### config.mk
export PLATFORM = sky130hd
export DESIGN_NAME = cfgport_top
export DESIGN_NICKNAME = d
export VERILOG_FILES = /design/src/rtl/cfgport_pkg.sv /design/src/rtl/cfgport_ptr.sv /design/src/rtl/cfgport_bank.sv /design/src/rtl/cfgport_top.sv
export SDC_FILE = /design/constraint.sdc
export NUM_CORES = 1
export LEC_CHECK = 0
export ABC_CLOCK_PERIOD_IN_PS = 3900
export BUFFER_PORTS_ARGS = -buffer_cell sky130_fd_sc_hd__buf_2
export CORE_AREA = 2 2 161 115
export DETAILED_ROUTE_END_ITERATION = 8
export DIE_AREA = 0 0 163 117
export SLEW_MARGIN = 20
export SYNTH_ARGS = -nofsm -noshare
export SYNTH_HDL_FRONTEND = slang
export SYNTH_SLANG_ARGS = --single-unit
### constraint.sdc
create_clock -name clk -period 3.9 [get_ports clk]
set_input_delay 0.78 -clock clk [delete_from_list [all_inputs] [get_ports clk]]
set_output_delay 0.78 -clock clk [all_outputs]
set_load 0.005 [all_outputs]
### src/rtl/cfgport_pkg.sv
package cfgport_pkg;

    localparam int DATA_W   = 16;
    localparam int BYTE_W   = 8;
    localparam int IDX_W    = 3;
    localparam int NUM_REGS = 7;
    localparam int RA_W     = 10;
    localparam int NUM_CH   = 2;
    localparam int RA_HI_W  = RA_W - BYTE_W;

    typedef enum logic [IDX_W-1:0] {
        SLOT_CMD_BASE = 3'd0,
        SLOT_GENERAL  = 3'd1,
        SLOT_RA_LOW   = 3'd2,
        SLOT_RA_CFG   = 3'd3,
        SLOT_CTL_BASE = 3'd4,
        SLOT_DATA_TIM = 3'd5,
        SLOT_CMD_TIM  = 3'd6,
        SLOT_UNUSED   = 3'd7
    } slot_e;

    typedef struct packed {
        logic             autoinc;
        logic [2:0]       spare;
        logic             bank;
        logic [IDX_W-1:0] idx;
    } ptr_t;

    typedef struct packed {
        logic [DATA_W-1:0] cmd_base;
        logic [DATA_W-1:0] ctl_base;
        logic [BYTE_W-1:0] general;
        logic [RA_W-1:0]   ra_count;
        logic              ra_en;
        logic [BYTE_W-1:0] data_tim;
        logic [BYTE_W-1:0] cmd_tim;
    } bank_t;

    localparam int GEN_DMA_BIT   = 7;
    localparam int GEN_RST_BIT   = 6;
    localparam int RA_EN_BIT     = 7;
    localparam int RA_FLUSH_BIT  = 6;

    function automatic bank_t bank_defaults(input logic secondary);
        bank_t b;
        b.cmd_base = secondary ? 16'h0170 : 16'h01F0;
        b.ctl_base = secondary ? 16'h0376 : 16'h03F6;
        b.general  = 8'h01;
        b.ra_count = '0;
        b.ra_en    = 1'b0;
        b.data_tim = 8'hF5;
        b.cmd_tim  = 8'hDE;
        return b;
    endfunction

    function automatic logic [IDX_W-1:0] advance_idx(input logic [IDX_W-1:0] idx);
        if (idx >= IDX_W'(NUM_REGS - 1))
            return '0;
        return idx + 1'b1;
    endfunction

endpackage

### src/rtl/cfgport_ptr.sv
module cfgport_ptr
    import cfgport_pkg::*;
(
    input  logic              clk,
    input  logic              rst,
    input  logic              load,
    input  logic [BYTE_W-1:0] load_val,
    input  logic              step,
    output ptr_t              ptr
);

    always_ff @(posedge clk) begin
        if (rst) begin
            ptr <= '0;
        end else if (load) begin
            ptr <= ptr_t'(load_val);
        end else if (step && ptr.autoinc) begin
            ptr.idx <= advance_idx(ptr.idx);
        end
    end

endmodule

### src/rtl/cfgport_bank.sv
module cfgport_bank
    import cfgport_pkg::*;
#(
    parameter bit SECONDARY = 1'b0
) (
    input  logic              clk,
    input  logic              rst,
    input  logic              wr_en,
    input  logic [IDX_W-1:0]  idx,
    input  logic [DATA_W-1:0] wdata,
    output bank_t             regs,
    output logic [DATA_W-1:0] rdata,
    output logic              flush
);

    always_ff @(posedge clk) begin
        if (rst) begin
            regs  <= bank_defaults(SECONDARY);
            flush <= 1'b0;
        end else begin
            flush <= 1'b0;
            if (wr_en) begin
                case (slot_e'(idx))
                    SLOT_CMD_BASE: regs.cmd_base <= wdata;
                    SLOT_GENERAL:  regs.general  <= wdata[BYTE_W-1:0];
                    SLOT_RA_LOW:   regs.ra_count[BYTE_W-1:0] <= wdata[BYTE_W-1:0];
                    SLOT_RA_CFG: begin
                        regs.ra_count[RA_W-1:BYTE_W] <= wdata[RA_HI_W-1:0];
                        regs.ra_en <= wdata[RA_EN_BIT];
                        flush      <= wdata[RA_FLUSH_BIT];
                    end
                    SLOT_CTL_BASE: regs.ctl_base <= wdata;
                    SLOT_DATA_TIM: regs.data_tim <= wdata[BYTE_W-1:0];
                    SLOT_CMD_TIM:  regs.cmd_tim  <= wdata[BYTE_W-1:0];
                    default: ;
                endcase
            end
        end
    end

    always_comb begin
        case (slot_e'(idx))
            SLOT_CMD_BASE: rdata = regs.cmd_base;
            SLOT_GENERAL:  rdata = {{(DATA_W-BYTE_W){1'b0}}, regs.general};
            SLOT_CTL_BASE: rdata = regs.ctl_base;
            SLOT_DATA_TIM: rdata = {{(DATA_W-BYTE_W){1'b0}}, regs.data_tim};
            SLOT_CMD_TIM:  rdata = {{(DATA_W-BYTE_W){1'b0}}, regs.cmd_tim};
            default:       rdata = '0;
        endcase
    end

endmodule

### src/rtl/cfgport_top.sv
module cfgport_top
    import cfgport_pkg::*;
(
    input  logic                          clk,
    input  logic                          rst,
    input  logic                          ptr_wr,
    input  logic [BYTE_W-1:0]             ptr_wdata,
    output logic [BYTE_W-1:0]             ptr_rdata,
    input  logic                          dat_wr,
    input  logic                          dat_rd,
    input  logic [DATA_W-1:0]             dat_wdata,
    output logic [DATA_W-1:0]             dat_rdata,
    output logic [NUM_CH-1:0][DATA_W-1:0] cmd_base_o,
    output logic [NUM_CH-1:0][DATA_W-1:0] ctl_base_o,
    output logic [NUM_CH-1:0][BYTE_W-1:0] gen_cfg_o,
    output logic [NUM_CH-1:0]             dma_en_o,
    output logic [NUM_CH-1:0]             drv_rst_o,
    output logic [NUM_CH-1:0][RA_W-1:0]   ra_count_o,
    output logic [NUM_CH-1:0]             ra_en_o,
    output logic [NUM_CH-1:0]             fifo_clr_o,
    output logic [NUM_CH-1:0][BYTE_W-1:0] data_tim_o,
    output logic [NUM_CH-1:0][BYTE_W-1:0] cmd_tim_o
);

    ptr_t                          ptr;
    logic [NUM_CH-1:0][DATA_W-1:0] bank_rdata;

    cfgport_ptr u_ptr (
        .clk      (clk),
        .rst      (rst),
        .load     (ptr_wr),
        .load_val (ptr_wdata),
        .step     (dat_wr | dat_rd),
        .ptr      (ptr)
    );

    assign ptr_rdata = ptr;

    for (genvar ch = 0; ch < NUM_CH; ch++) begin : g_bank
        bank_t regs;

        cfgport_bank #(.SECONDARY(ch != 0)) u_bank (
            .clk   (clk),
            .rst   (rst),
            .wr_en (dat_wr && (ptr.bank == 1'(ch))),
            .idx   (ptr.idx),
            .wdata (dat_wdata),
            .regs  (regs),
            .rdata (bank_rdata[ch]),
            .flush (fifo_clr_o[ch])
        );

        assign cmd_base_o[ch] = regs.cmd_base;
        assign ctl_base_o[ch] = regs.ctl_base;
        assign gen_cfg_o[ch]  = regs.general;
        assign dma_en_o[ch]   = regs.general[GEN_DMA_BIT];
        assign drv_rst_o[ch]  = regs.general[GEN_RST_BIT];
        assign ra_count_o[ch] = regs.ra_count;
        assign ra_en_o[ch]    = regs.ra_en;
        assign data_tim_o[ch] = regs.data_tim;
        assign cmd_tim_o[ch]  = regs.cmd_tim;
    end

    assign dat_rdata = bank_rdata[ptr.bank];

endmodule

==> summary.txt <==
Outcome
  • Outcome: complete, no violations

Drt
  • Via total after detailed routing: 6,209
  • Antenna Nets Post-Route: 0
  • Via density: 5.316
  • DRC: 0
  • DR iter-0 viols: 602
  • DR pass1 iterations: 6
  • Routed WL: 22,600 µm
  • DR WL/cell: about 19 µm

Finish
  • FF+latch area: 0.002884 mm²
  • Nets: roughly 950
  • Commonest non-fill, non-tap cell in the layout: nand2_1
  • Most frequent cells in the layout: nand2_1 (248), buf_2 (191), dfxtp_1 (143)
  • Layout area overhead: 27.01%
  • Ant. Diodes: 0
  • Proportion of layout cells with a drive suffix above 1: 0.2747
  • Fillers: 1,797
  • Final cell count without fillers: 1,168
  • Multi-input logic area: 0.003029 mm²

Critical path
  • Crit Path Category: register to output pin
  • CP endpoint kind: output pin
  • Setup crit end: dat_rdata[0]
  • RR Endpoint: g_bank[1].u_bank.regs[38]
  • CP Max Fanout: 21
  • R2r startpoint: u_ptr.ptr[0]
  • Worst R2R Path Depth: 6
  • WP data required: 3.12 ns
  • Crit path launch type: register
  • Worst setup path startpoint: u_ptr.ptr[0]
  • Worst reg2reg setup slack: 1.16 ns
  • CP arrival: 2.81 ns

STA
  • Setup slack after layout: 0.3106 ns
  • Period minus WS final: 3.589 ns
  • Max_slew headroom: 0.3573
  • Final Setup Violations: 0
  • Slew @ Worst Pin: 0.9612 ns
  • Final hold slack: 0.4554 ns
  • Max Clk Rate: roughly 280 MHz
  • Setup TNS: 0 ns
  • Pins Over Slew Limit: 0
  • Final setup skew: 0.01408 ns
  • Fin. Hold Viols: 0
  • Fin crit share: 0.9204
  • RSZ-0062 raised after global routing: false

Clocking
  • Root Buffer: clkbuf_16
  • CTS H-tree lvls: 4
  • Clock transition at path regs: roughly 0.060 ns
  • CTS buffer count: 17
  • Clock Latency Late Sink: 0.43 ns
  • TritonCTS clock tree: done
  • Number of hold buffers added after CTS: 0
  • Setup repair bufs after CTS: 0
  • Clock sink count: between 100 and 150
  • Post-CTS sizing: 0
  • Clock buffer depth: 2

Yosys
  • Synth Register Bits: ~140
  • Synth area leader: dfxtp_1
  • Mapped Area: 0.006221 mm²
  • Top cells by area, synth: dfxtp_1 (46%), nand2_1 (15%), a21oi_1 (7.2%), nand3b_1 (4.6%), mux4_2 (2.9%)
  • Yosys top cell area share: 0.4634
  • Primary FF master, synth: dfxtp_1
  • Syn Area/Cell: between 8 and 9 µm²
  • Syn Nets: 791
  • Number of flops mapped to enable cells by yosys: 0
  • Post-synth cell types: 40
  • Sequential area share after synthesis: 0.4634
  • Yosys warns: 0
  • Async SR Flop Fraction: 0
  • Synthesized netlist cell count: 757

Floorplan
  • Core area: around 0.018 mm²
  • Chip height: 117 µm
  • Chip width: 163 µm
  • Die area: 0.01907 mm²
  • I/O pins: a little under 200
  • Initial Utilization: 0.3515
  • Row Count: 41

Worst hold path
  • Worst Hold Class: register to register
  • Min-delay src: g_bank[1].u_bank.regs[19]

Place
  • Detailed Place HPWL: ~16,000 µm
  • Routability cong.: between 0.8 and 0.9
  • DP Worst Slack: roughly 0.84 ns
  • Port Buffers: between 150 and 200
  • DP Cell Count: 1,136

Global routing
  • Grt total ovfl: 0
  • Initial antenna violation count: 0
  • Largest net degree at the start of global routing: 74
  • Global-route wire length before repair: approximately 34,000 µm
  • Total track usage: 0.2372
  • Vias in the first global route: 5,383

Power and ir drop
  • Worst VDD drop: ~0.27 mV
  • Total Power: 3.744 mW
  • Leakage power total: 3.404 nW
  • Pwr dens: 473.8 mW/mm²

Flow run
  • Max cap viols: 0
state kept, by name, summed over array words and instances (netlist names):
name and flops:
u_ptr.ptr 8, g_bank.u_bank.regs 134, g_bank.u_bank.flush 2
how the worst min path moves through the flow:
stage | to | slack (ns) | depth (start not counted)
after floorplan | g_bank[0].u_bank.regs[17] | 0.45 | 2
after global placement | g_bank[0].u_bank.regs[22] | 0.44 | 2
after detailed placement | g_bank[1].u_bank.regs[19] | 0.45 | 2
after CTS | g_bank[1].u_bank.regs[19] | 0.46 | 2
after global routing | g_bank[0].u_bank.regs[21] | 0.47 | 2
final | g_bank[1].u_bank.regs[19] | 0.46 | 2
metrics by stage:
stage,area [µm²],utilization
global placement,7271,0.4108
global route,7901,0.4464
CTS,7901,0.4464
finish,7901,0.4464
floorplan,6221,-
detailed placement,7271,0.4108
synth_stat cells, types with 8 or more instances:
master and count:
nor2b_1 15, mux4_2 8, mux2i_1 8, buf_2 19
a21oi_1 90, nand3_1 9, o21ai_0 8, nor2_1 25
nand3b_1 38, a22oi_1 13, buf_4 10, a31oi_1 11
clkbuf_1 28, nand2_1 248, dfxtp_1 144, a211o_1 14
and2b_1 9, a221oi_1 12
critical path, cell delays in order, from the launching register on:
cell and delay [ns]:
dfxtp_1 0.37, inv_1 0.10, ha_1 0.65, buf_4 0.31
a22o_1 0.14, a211oi_1 0.04, nor4_1 0.52, buf_2 0.22
cells by family (layout without fill, tap and decap cells):
kind of cell,count (synthesis),in the layout,share of synthesized area
multiplexers,20,20,0.04907
buffers and inverters,62,237,0.04968
AND/OR/NAND/NOR,363,363,0.2657
adder cells (fa/ha/maj),5,5,0.01006
AO/OA/AOI/OAI,163,163,0.1621
flip-flops,144,144,0.4634
where the power goes:
group / switching, mW / leakage (nW) / internal (mW)
Combinational: 0.260 / 1.93 / 0.164
Clock: 0.646 / 0.309 / 1.12
Sequential: 0.0479 / 1.17 / 1.51
area by class of cell:
type | count | share of cell area
well taps | 236 | 0.03737
clock buffers | 21 | 0.05954
clock inverters | 11 | 0.02027
flip-flops and latches | 144 | 0.3650
multi-input cells | 551 | 0.3834
inverters | 3 | 0.001425
repair buffers | 202 | 0.1330
routing by layer:
| metal | GRT usage | part of all wire | vias up |
|---|---|---|---|
| met5 | 0 | 0 | - |
| met4 | 0.05959 | 0.013 | 0 |
| met3 | 0.07822 | 0.10 | 22 |
| met2 | 0.3206 | 0.40 | 294 |
| met1 | 0.3570 | 0.48 | 2985 |
| li1 | - | - | 2908 |
No activity file was read; power rests on OpenSTA's default activity.
